$ cat src/rtl/slg_pkg.sv
`timescale 1ns/1ps
package slg_pkg;
  typedef enum logic [1:0] {
    CAUSE_NONE     = 2'b00,
    CAUSE_DEFERRED = 2'b01,
    CAUSE_MISMATCH = 2'b10
  } trap_cause_e;
endpackage

$ cat src/rtl/slg_range_decode.sv
`timescale 1ns/1ps
// Marks addresses that fall inside the inclusive I/O window.
module slg_range_decode #(
  parameter int          AW       = 32,
  parameter logic [31:0] IO_BASE  = 32'hF000_0000,
  parameter logic [31:0] IO_LIMIT = 32'hFFFE_FFFF
) (
  input  logic [AW-1:0] addr,
  output logic          in_io
);
  localparam logic [AW-1:0] LO = AW'(IO_BASE);
  localparam logic [AW-1:0] HI = AW'(IO_LIMIT);

  always_comb begin
    in_io = (addr >= LO) && (addr <= HI);
  end
endmodule

$ cat src/rtl/slg_poison_array.sv
`timescale 1ns/1ps
// One tag flop per register, each with its own written-out enable.
module slg_poison_array #(
  parameter int NREG = 64,
  localparam int IW  = $clog2(NREG)
) (
  input  logic            clk,
  input  logic            rst_n,
  input  logic            ld_en,
  input  logic [IW-1:0]   ld_idx,
  input  logic            ld_bad,
  input  logic            wr_en,
  input  logic [IW-1:0]   wr_idx,
  input  logic [IW-1:0]   rd_idx,
  output logic [NREG-1:0] tags,
  output logic            rd_tag
);
  for (genvar g = 0; g < NREG; g++) begin : g_tag
    logic set_hit, clr_hit, tag_en, tag_d, tag_q;

    always_comb begin
      set_hit = ld_en && (ld_idx == IW'(g));
      clr_hit = wr_en && (wr_idx == IW'(g));
      tag_en  = set_hit || clr_hit;
      // a speculative load to the same register decides over a plain write
      tag_d   = set_hit ? ld_bad : 1'b0;
    end

    always_ff @(posedge clk or negedge rst_n) begin
      if (!rst_n)      tag_q <= 1'b0;
      else if (tag_en) tag_q <= tag_d;
    end

    assign tags[g] = tag_q;
  end

  always_comb begin
    rd_tag = tags[rd_idx];
  end
endmodule

$ cat src/rtl/slg_verify_cmp.sv
`timescale 1ns/1ps
// Compares the speculatively loaded word against the in-order reload.
module slg_verify_cmp #(
  parameter int DW = 32
) (
  input  logic          vfy_en,
  input  logic [DW-1:0] spec_word,
  input  logic [DW-1:0] reload_word,
  output logic          differs
);
  always_comb begin
    differs = vfy_en && (spec_word != reload_word);
  end
endmodule

$ cat src/rtl/slg_trap_gen.sv
`timescale 1ns/1ps
// Registers a single-cycle trap; a deferred fault outranks a mismatch.
module slg_trap_gen
  import slg_pkg::*;
(
  input  logic        clk,
  input  logic        rst_n,
  input  logic        defer_hit,
  input  logic        mismatch,
  output logic        trap_q,
  output trap_cause_e cause_q
);
  logic        trap_d;
  trap_cause_e cause_d;

  always_comb begin
    trap_d  = defer_hit || mismatch;
    cause_d = CAUSE_NONE;
    if (defer_hit)     cause_d = CAUSE_DEFERRED;
    else if (mismatch) cause_d = CAUSE_MISMATCH;
  end

  always_ff @(posedge clk or negedge rst_n) begin
    if (!rst_n) begin
      trap_q  <= 1'b0;
      cause_q <= CAUSE_NONE;
    end else begin
      trap_q  <= trap_d;
      cause_q <= cause_d;
    end
  end
endmodule

$ cat src/rtl/spec_load_guard.sv
`timescale 1ns/1ps
module spec_load_guard #(
  parameter int          NREG     = 64,
  parameter int          DW       = 32,
  parameter int          AW       = 32,
  parameter logic [31:0] IO_BASE  = 32'hF000_0000,
  parameter logic [31:0] IO_LIMIT = 32'hFFFE_FFFF,
  localparam int         IW       = $clog2(NREG)
) (
  input  logic            clk,
  input  logic            rst_n,
  input  logic            ld_valid,
  input  logic [IW-1:0]   ld_dst,
  input  logic [AW-1:0]   ld_addr,
  input  logic            ld_fault,
  output logic            mem_req,
  output logic [AW-1:0]   mem_addr,
  input  logic            wr_valid,
  input  logic [IW-1:0]   wr_reg,
  input  logic            chk_valid,
  input  logic [IW-1:0]   chk_reg,
  input  logic            vfy_valid,
  input  logic [DW-1:0]   vfy_spec_data,
  input  logic [DW-1:0]   vfy_reload_data,
  output logic [NREG-1:0] poison,
  output logic            trap,
  output logic [1:0]      trap_cause
);
  import slg_pkg::*;

  logic        io_hit;
  logic        load_bad;
  logic        chk_tag;
  logic        defer_hit;
  logic        vfy_diff;
  trap_cause_e cause_q;

  slg_range_decode #(
    .AW(AW), .IO_BASE(IO_BASE), .IO_LIMIT(IO_LIMIT)
  ) u_range (
    .addr (ld_addr),
    .in_io(io_hit)
  );

  always_comb begin
    load_bad  = io_hit || ld_fault;
    mem_req   = ld_valid && !load_bad;
    mem_addr  = ld_addr;
    defer_hit = chk_valid && chk_tag;
  end

  slg_poison_array #(.NREG(NREG)) u_tags (
    .clk   (clk),
    .rst_n (rst_n),
    .ld_en (ld_valid),
    .ld_idx(ld_dst),
    .ld_bad(load_bad),
    .wr_en (wr_valid),
    .wr_idx(wr_reg),
    .rd_idx(chk_reg),
    .tags  (poison),
    .rd_tag(chk_tag)
  );

  slg_verify_cmp #(.DW(DW)) u_cmp (
    .vfy_en     (vfy_valid),
    .spec_word  (vfy_spec_data),
    .reload_word(vfy_reload_data),
    .differs    (vfy_diff)
  );

  slg_trap_gen u_trap (
    .clk      (clk),
    .rst_n    (rst_n),
    .defer_hit(defer_hit),
    .mismatch (vfy_diff),
    .trap_q   (trap),
    .cause_q  (cause_q)
  );

  assign trap_cause = cause_q;
endmodule

$ cat config.mk
export PLATFORM = sky130hd
export DESIGN_NAME = spec_load_guard
export DESIGN_NICKNAME = d
export VERILOG_FILES = /design/src/rtl/slg_pkg.sv /design/src/rtl/slg_range_decode.sv /design/src/rtl/slg_poison_array.sv /design/src/rtl/slg_verify_cmp.sv /design/src/rtl/slg_trap_gen.sv /design/src/rtl/spec_load_guard.sv
export SDC_FILE = /design/constraint.sdc
export NUM_CORES = 1
export LEC_CHECK = 0
export ABC_AREA = 0
export CAP_MARGIN = 10
export CORE_MARGIN = 1.5
export CORE_UTILIZATION = 30
export DETAILED_ROUTE_END_ITERATION = 7
export DONT_BUFFER_PORTS = 1
export PLACE_DENSITY_LB_ADDON = 0.15
export SLEW_MARGIN = 20
export SYNTH_ARGS = -nofsm -noshare
export SYNTH_HDL_FRONTEND = slang
export SYNTH_SLANG_ARGS = --single-unit
export TNS_END_PERCENT = 20
$ cat constraint.sdc
create_clock -name clk -period 3.2 [get_ports clk]
set_input_delay 0.64 -clock clk [delete_from_list [all_inputs] [get_ports clk]]
set_output_delay 0.64 -clock clk [all_outputs]
set_load 0.02 [all_outputs]
# After elaboration in Yosys (flattened, before gate mapping)
# Cells that the tools add are included.
# totals
regBits	67
input_bits	121
out_inout_bits	100
elab_cells	465
# op_classes
magnitude_cmp	3
n_eq_ne	127
muxes	68
n_reduce_logical	201
# op_table
cell	n
$eq 6x6->1 const B	64
$eq 6x5->1 const B	32
$logic_and 1x1->1	132
$eq 6x4->1 const B	16
$logic_or 1x1->1	66
$mux 1	65
$eq 6x3->1 const B	8
$ge 32x32->1 const B	1
$le 32x32->1 const B	1
$ne 32x32->1	1
$eq 6x2->1 const B	4
$eq 6x1->1 const B	2
$logic_not 6->1	2
$lt 6x7->1 const B	1
$bmux 1 s6	1
$mux 2	2
$logic_not 1->1	1

# Logic depth before layout (Yosys ltp)
# depth
word_depth	5
depth_mapped	7
ltp_nobuf	5

# By module
# Synthesis repeated with hierarchy kept, for this count alone.
# unflattened
hier_cells	559
area_unflattened_um2	4996.0
# modules_own_cells
mod	instances	cells_each	area_per_inst_um2	seq_area_each_um2
slg_poison_array	1	470	4264.1	1601.5
slg_verify_cmp	1	43	350.3	0.0
spec_load_guard	1	35	260.2	0.0
slg_trap_gen	1	5	87.6	75.1
slg_range_decode	1	6	33.8	0.0

# Least setup slack after synthesis
# No wires, ideal clock.
# synth_path
path_kind	input to output
from	in ld_addr[21]
to	out mem_req
t_arrival_ns	1.851
t_required_ns	2.560
setup_slack_ns	0.709
stages	7
n_path_buf	2
path_cell_list	nand4_1 -> nor3_1 -> nor2_1 -> nor2_1 -> clkbuf_1 -> clkbuf_1 -> and2_1
# synth_via
elab_chain_len	5
elab_cells_between_ends	6
classes_between	order compare: 2; reduce/logical: 4
# synth_lines
element	line_no	source
from (decl)	spec_load_guard.sv:14	input logic [AW-1:0] ld_addr,
$ge 32x32->1 or $le 32x32->1 (tied branches)	slg_range_decode.sv:15	in_io = (addr >= LO) && (addr <= HI);
$logic_and 1x1->1 (*)	slg_range_decode.sv:15	
$logic_or 1x1->1 (*)	spec_load_guard.sv:46	load_bad = io_hit || ld_fault;
$logic_not 1->1 (*)	spec_load_guard.sv:47	mem_req = ld_valid && !load_bad;
$logic_and 1x1->1 (*)	spec_load_guard.sv:47	
to (decl)	spec_load_guard.sv:16	output logic mem_req,
# Mark *: on every way between the ends. The rest lies on a longest branch, timed or not.

# Worst setup path after layout
# Ends and elaborated chain as after synthesis.

==> out/metrics.yaml <==
run_status:
  outcome: "complete, no violations"
clock_network:
  clkTransAtPathRegs_ps: 60
  ctsHtreeMaxLevel: 3
  post-cts-setup-buffers: 0
  cts_buffers: 9
  clock_path_buffers: 2
  cts_tree: "yes"
  clock-sinks: 67
  root_buffer: "clkbuf_16"
  clock_latency_ps: 340
layout:
  syn_to_final_growth_pct: -5.23
  drive_above_1_share_pct: 10.6
  fillers: 1649
  nets: 520
  diodes: 0
critical_path:
  r2r_slack_ps: 1290
  cp-end-kind: "output port"
  start_kind: "primary input"
  required_ps: 2560
  crit_arrival_ps: 1340
  worstReg2RegStart: "u_tags.g_tag[63].tag_q$_DFFE_PN0P_"
  cp-startpoint: "ld_addr[21]"
  r2r_cells: 5
  criticalPathCategory: "in -> out"
  crit_fanout: 2
yosys:
  synth.yosys.seq_area_share_pct: 34.9
  syn_nets: 630
  async_flop_share_pct: 100
  synth_most_common_cell: "buf_4"
  synthTopCellsByCount: "buf_4 (98), dfrtp_1 (67), nand2_1 (57)"
  synth_ff_type: "dfrtp_1"
  netlist_area_um2: 4810
  synth_edf_count: 0
  yosys_warnings: 0
  syn_area_per_cell_um2: 9.45
  yosysTopAreaCell: "dfrtp_1"
  ys_seq_elements: 67
  synthTopCellsByArea: "dfrtp_1 (35%), buf_4 (15%), mux4_2 (7.0%)"
  synthCells: 509
  synth_top_area_share_pct: 34.9
  yosysUniqueCellTypes: 33
placement:
  port_buffers: 0
  dp_hpwl_mm: 12.4
  gp_congestion: 0.768
  dp_slack_ps: 1100
global_route:
  gr-usage-met3_pct: 6.32
  grt_pass1_wl_mm: 23.9
  gr-total-overflow: 0
  antenna_found_initial: 0
  grt_pass1_vias: 3576
  grt_usage_pct: 20.1
  gr-usage-met1_pct: 24.9
  met2_usage_pct: 34.0
  grt_max_degree: 68
  grt-busiest-layer: "met2"
timing:
  rsz0062_at_grt: "false"
  fmax_ghz: 0.505
  worst_pin_slew_ps: 973
  period_share_pct: 61.9
  fin_crit_ps: 1980
  slew-limit-headroom_pct: 34.9
  layout_setup_ws_ps: 1220
  setup_viol: 0
  tns_ps: 0
  worst_clock_skew_ps: 8.18
  timing.final.max_slew_violations: 0
  hold_viol: 0
route:
  route.antenna.remaining_nets: 0
  num_vias: 3569
  drtPass1Iterations: 4
  wl_mm: 16.8
  dr.first_iter.drc_count: 272
  via_per_inst: 5.76
  drcViolationCount: 0
  detail_route.wl_per_cell_um: 27.1
power:
  p_int_w: 0.00168
  p_sw_share_pct: 33.4
  p_comb_share_pct: 13.7
  clkPwrFrac_pct: 37.4
  power_density_nw_per_um2: 555
  seq_power_share_pct: 49.0
  p_leak_nw: 1.64
  power.net_switching_w: 0.000843
  ir_worst_vdd_v: 0.000222
flow_run:
  drv_cap: 0
min_path:
  hold_path_class: "in -> async"
die:
  ios: 221
  rows: 46
  die_w_um: 130
  die-area_um2: 16800
  floorplan.initialDensity_pct: 30.5
  core-area_um2: 15800
  fp.dieH_um: 130
[layout by cell type (no fill, tap or decap), types with 8 or more instances in the layout]
cell type | synthesis | layout
dfrtp_1 | 67 | 67
nand2_1 | 57 | 57
o21ai_0 | 45 | 45
o211ai_1 | 44 | 44
xor2_1 | 32 | 32
o221ai_1 | 20 | 20
o31ai_1 | 20 | 20
mux4_2 | 15 | 15
nor2_1 | 11 | 10
nor4_1 | 9 | 9
clkbuf_16 | 0 | 9
nand4_1 | 8 | 8
mux2i_1 | 8 | 8
nand3_1 | 8 | 8
[final cells by class]
| cell class | count | area (µm²) | share of cell area (%) |
|---|---|---|---|
| multi-input combinational | 317 | 2280 | 50.0 |
| sequential | 67 | 1680 | 36.8 |
| tap | 216 | 270 | 5.93 |
| clock buffer | 12 | 256 | 5.63 |
| timing repair buffer | 4 | 50.0 | 1.10 |
| clock inverter | 4 | 25.0 | 0.549 |
[per-stage QoR]
stage	util, %	cells	power (W)	instance area [µm²]	hold slack [ps]
after global placement	26.9	603	0.00157	4250	349
final	28.9	620	0.00253	4560	183
after CTS	28.9	620	0.00256	4560	196
after global routing	28.9	620	0.00266	4560	206
after detailed placement	26.9	603	0.00158	4250	349
after floorplan	-	509	0.00167	4810	344
[logic make-up after synthesis]
kind of cell / count (synthesis) / synth area share [%]
flops: 67 / 34.9
xor+xnor: 32 / 5.83
mux: 24 / 9.24
compound gates: 134 / 19.2
buf+inv: 125 / 17.9
simple gates: 127 / 13.0
[per-layer routing]
metal	vias up	routed length (µm)
met5	-	0
met4	0	192
met3	21	1860
met2	243	8060
met1	1739	6710
li1	1566	-
[power by group through the flow]
stage	Combinational [W]	Sequential [W]	Clock (W)
final	0.000345	0.00124	0.000945
after global routing	0.000385	0.00126	0.00102
after CTS	0.000348	0.00124	0.000970
after detailed placement	0.000325	0.00126	0
after global placement	0.000318	0.00126	0
after floorplan	0.000633	0.00103	0
[critical path, stage by stage]
cell and delay (ps):
nand4_1 90, nor3_1 190, nor2_1 90, nor2_4 80, and2_1 240
[final timing paths]
kind	to
worst min register to register	u_tags.g_tag[13].tag_q$_DFFE_PN0P_
worst max-delay path	mem_req
max in group asynchronous	u_tags.g_tag[14].tag_q$_DFFE_PN0P_
worst max register to register	u_trap.trap_q$_DFF_PN0_
min in group clk	u_trap.trap_q$_DFF_PN0_
worst min-delay path	u_tags.g_tag[35].tag_q$_DFFE_PN0P_
[registers in the layout, indices dropped and copies added (netlist names)]
signal and flops:
u_tags.g_tag.tag_q 64, u_trap.cause_q 2, u_trap.trap_q 1
[timing repair]
item                      4_1_cts  5_1_grt
resized for setup               0        0
hold buffers                    1        0
hold endpoints to repair       67        0
No activity file was read; power rests on OpenSTA's default activity.
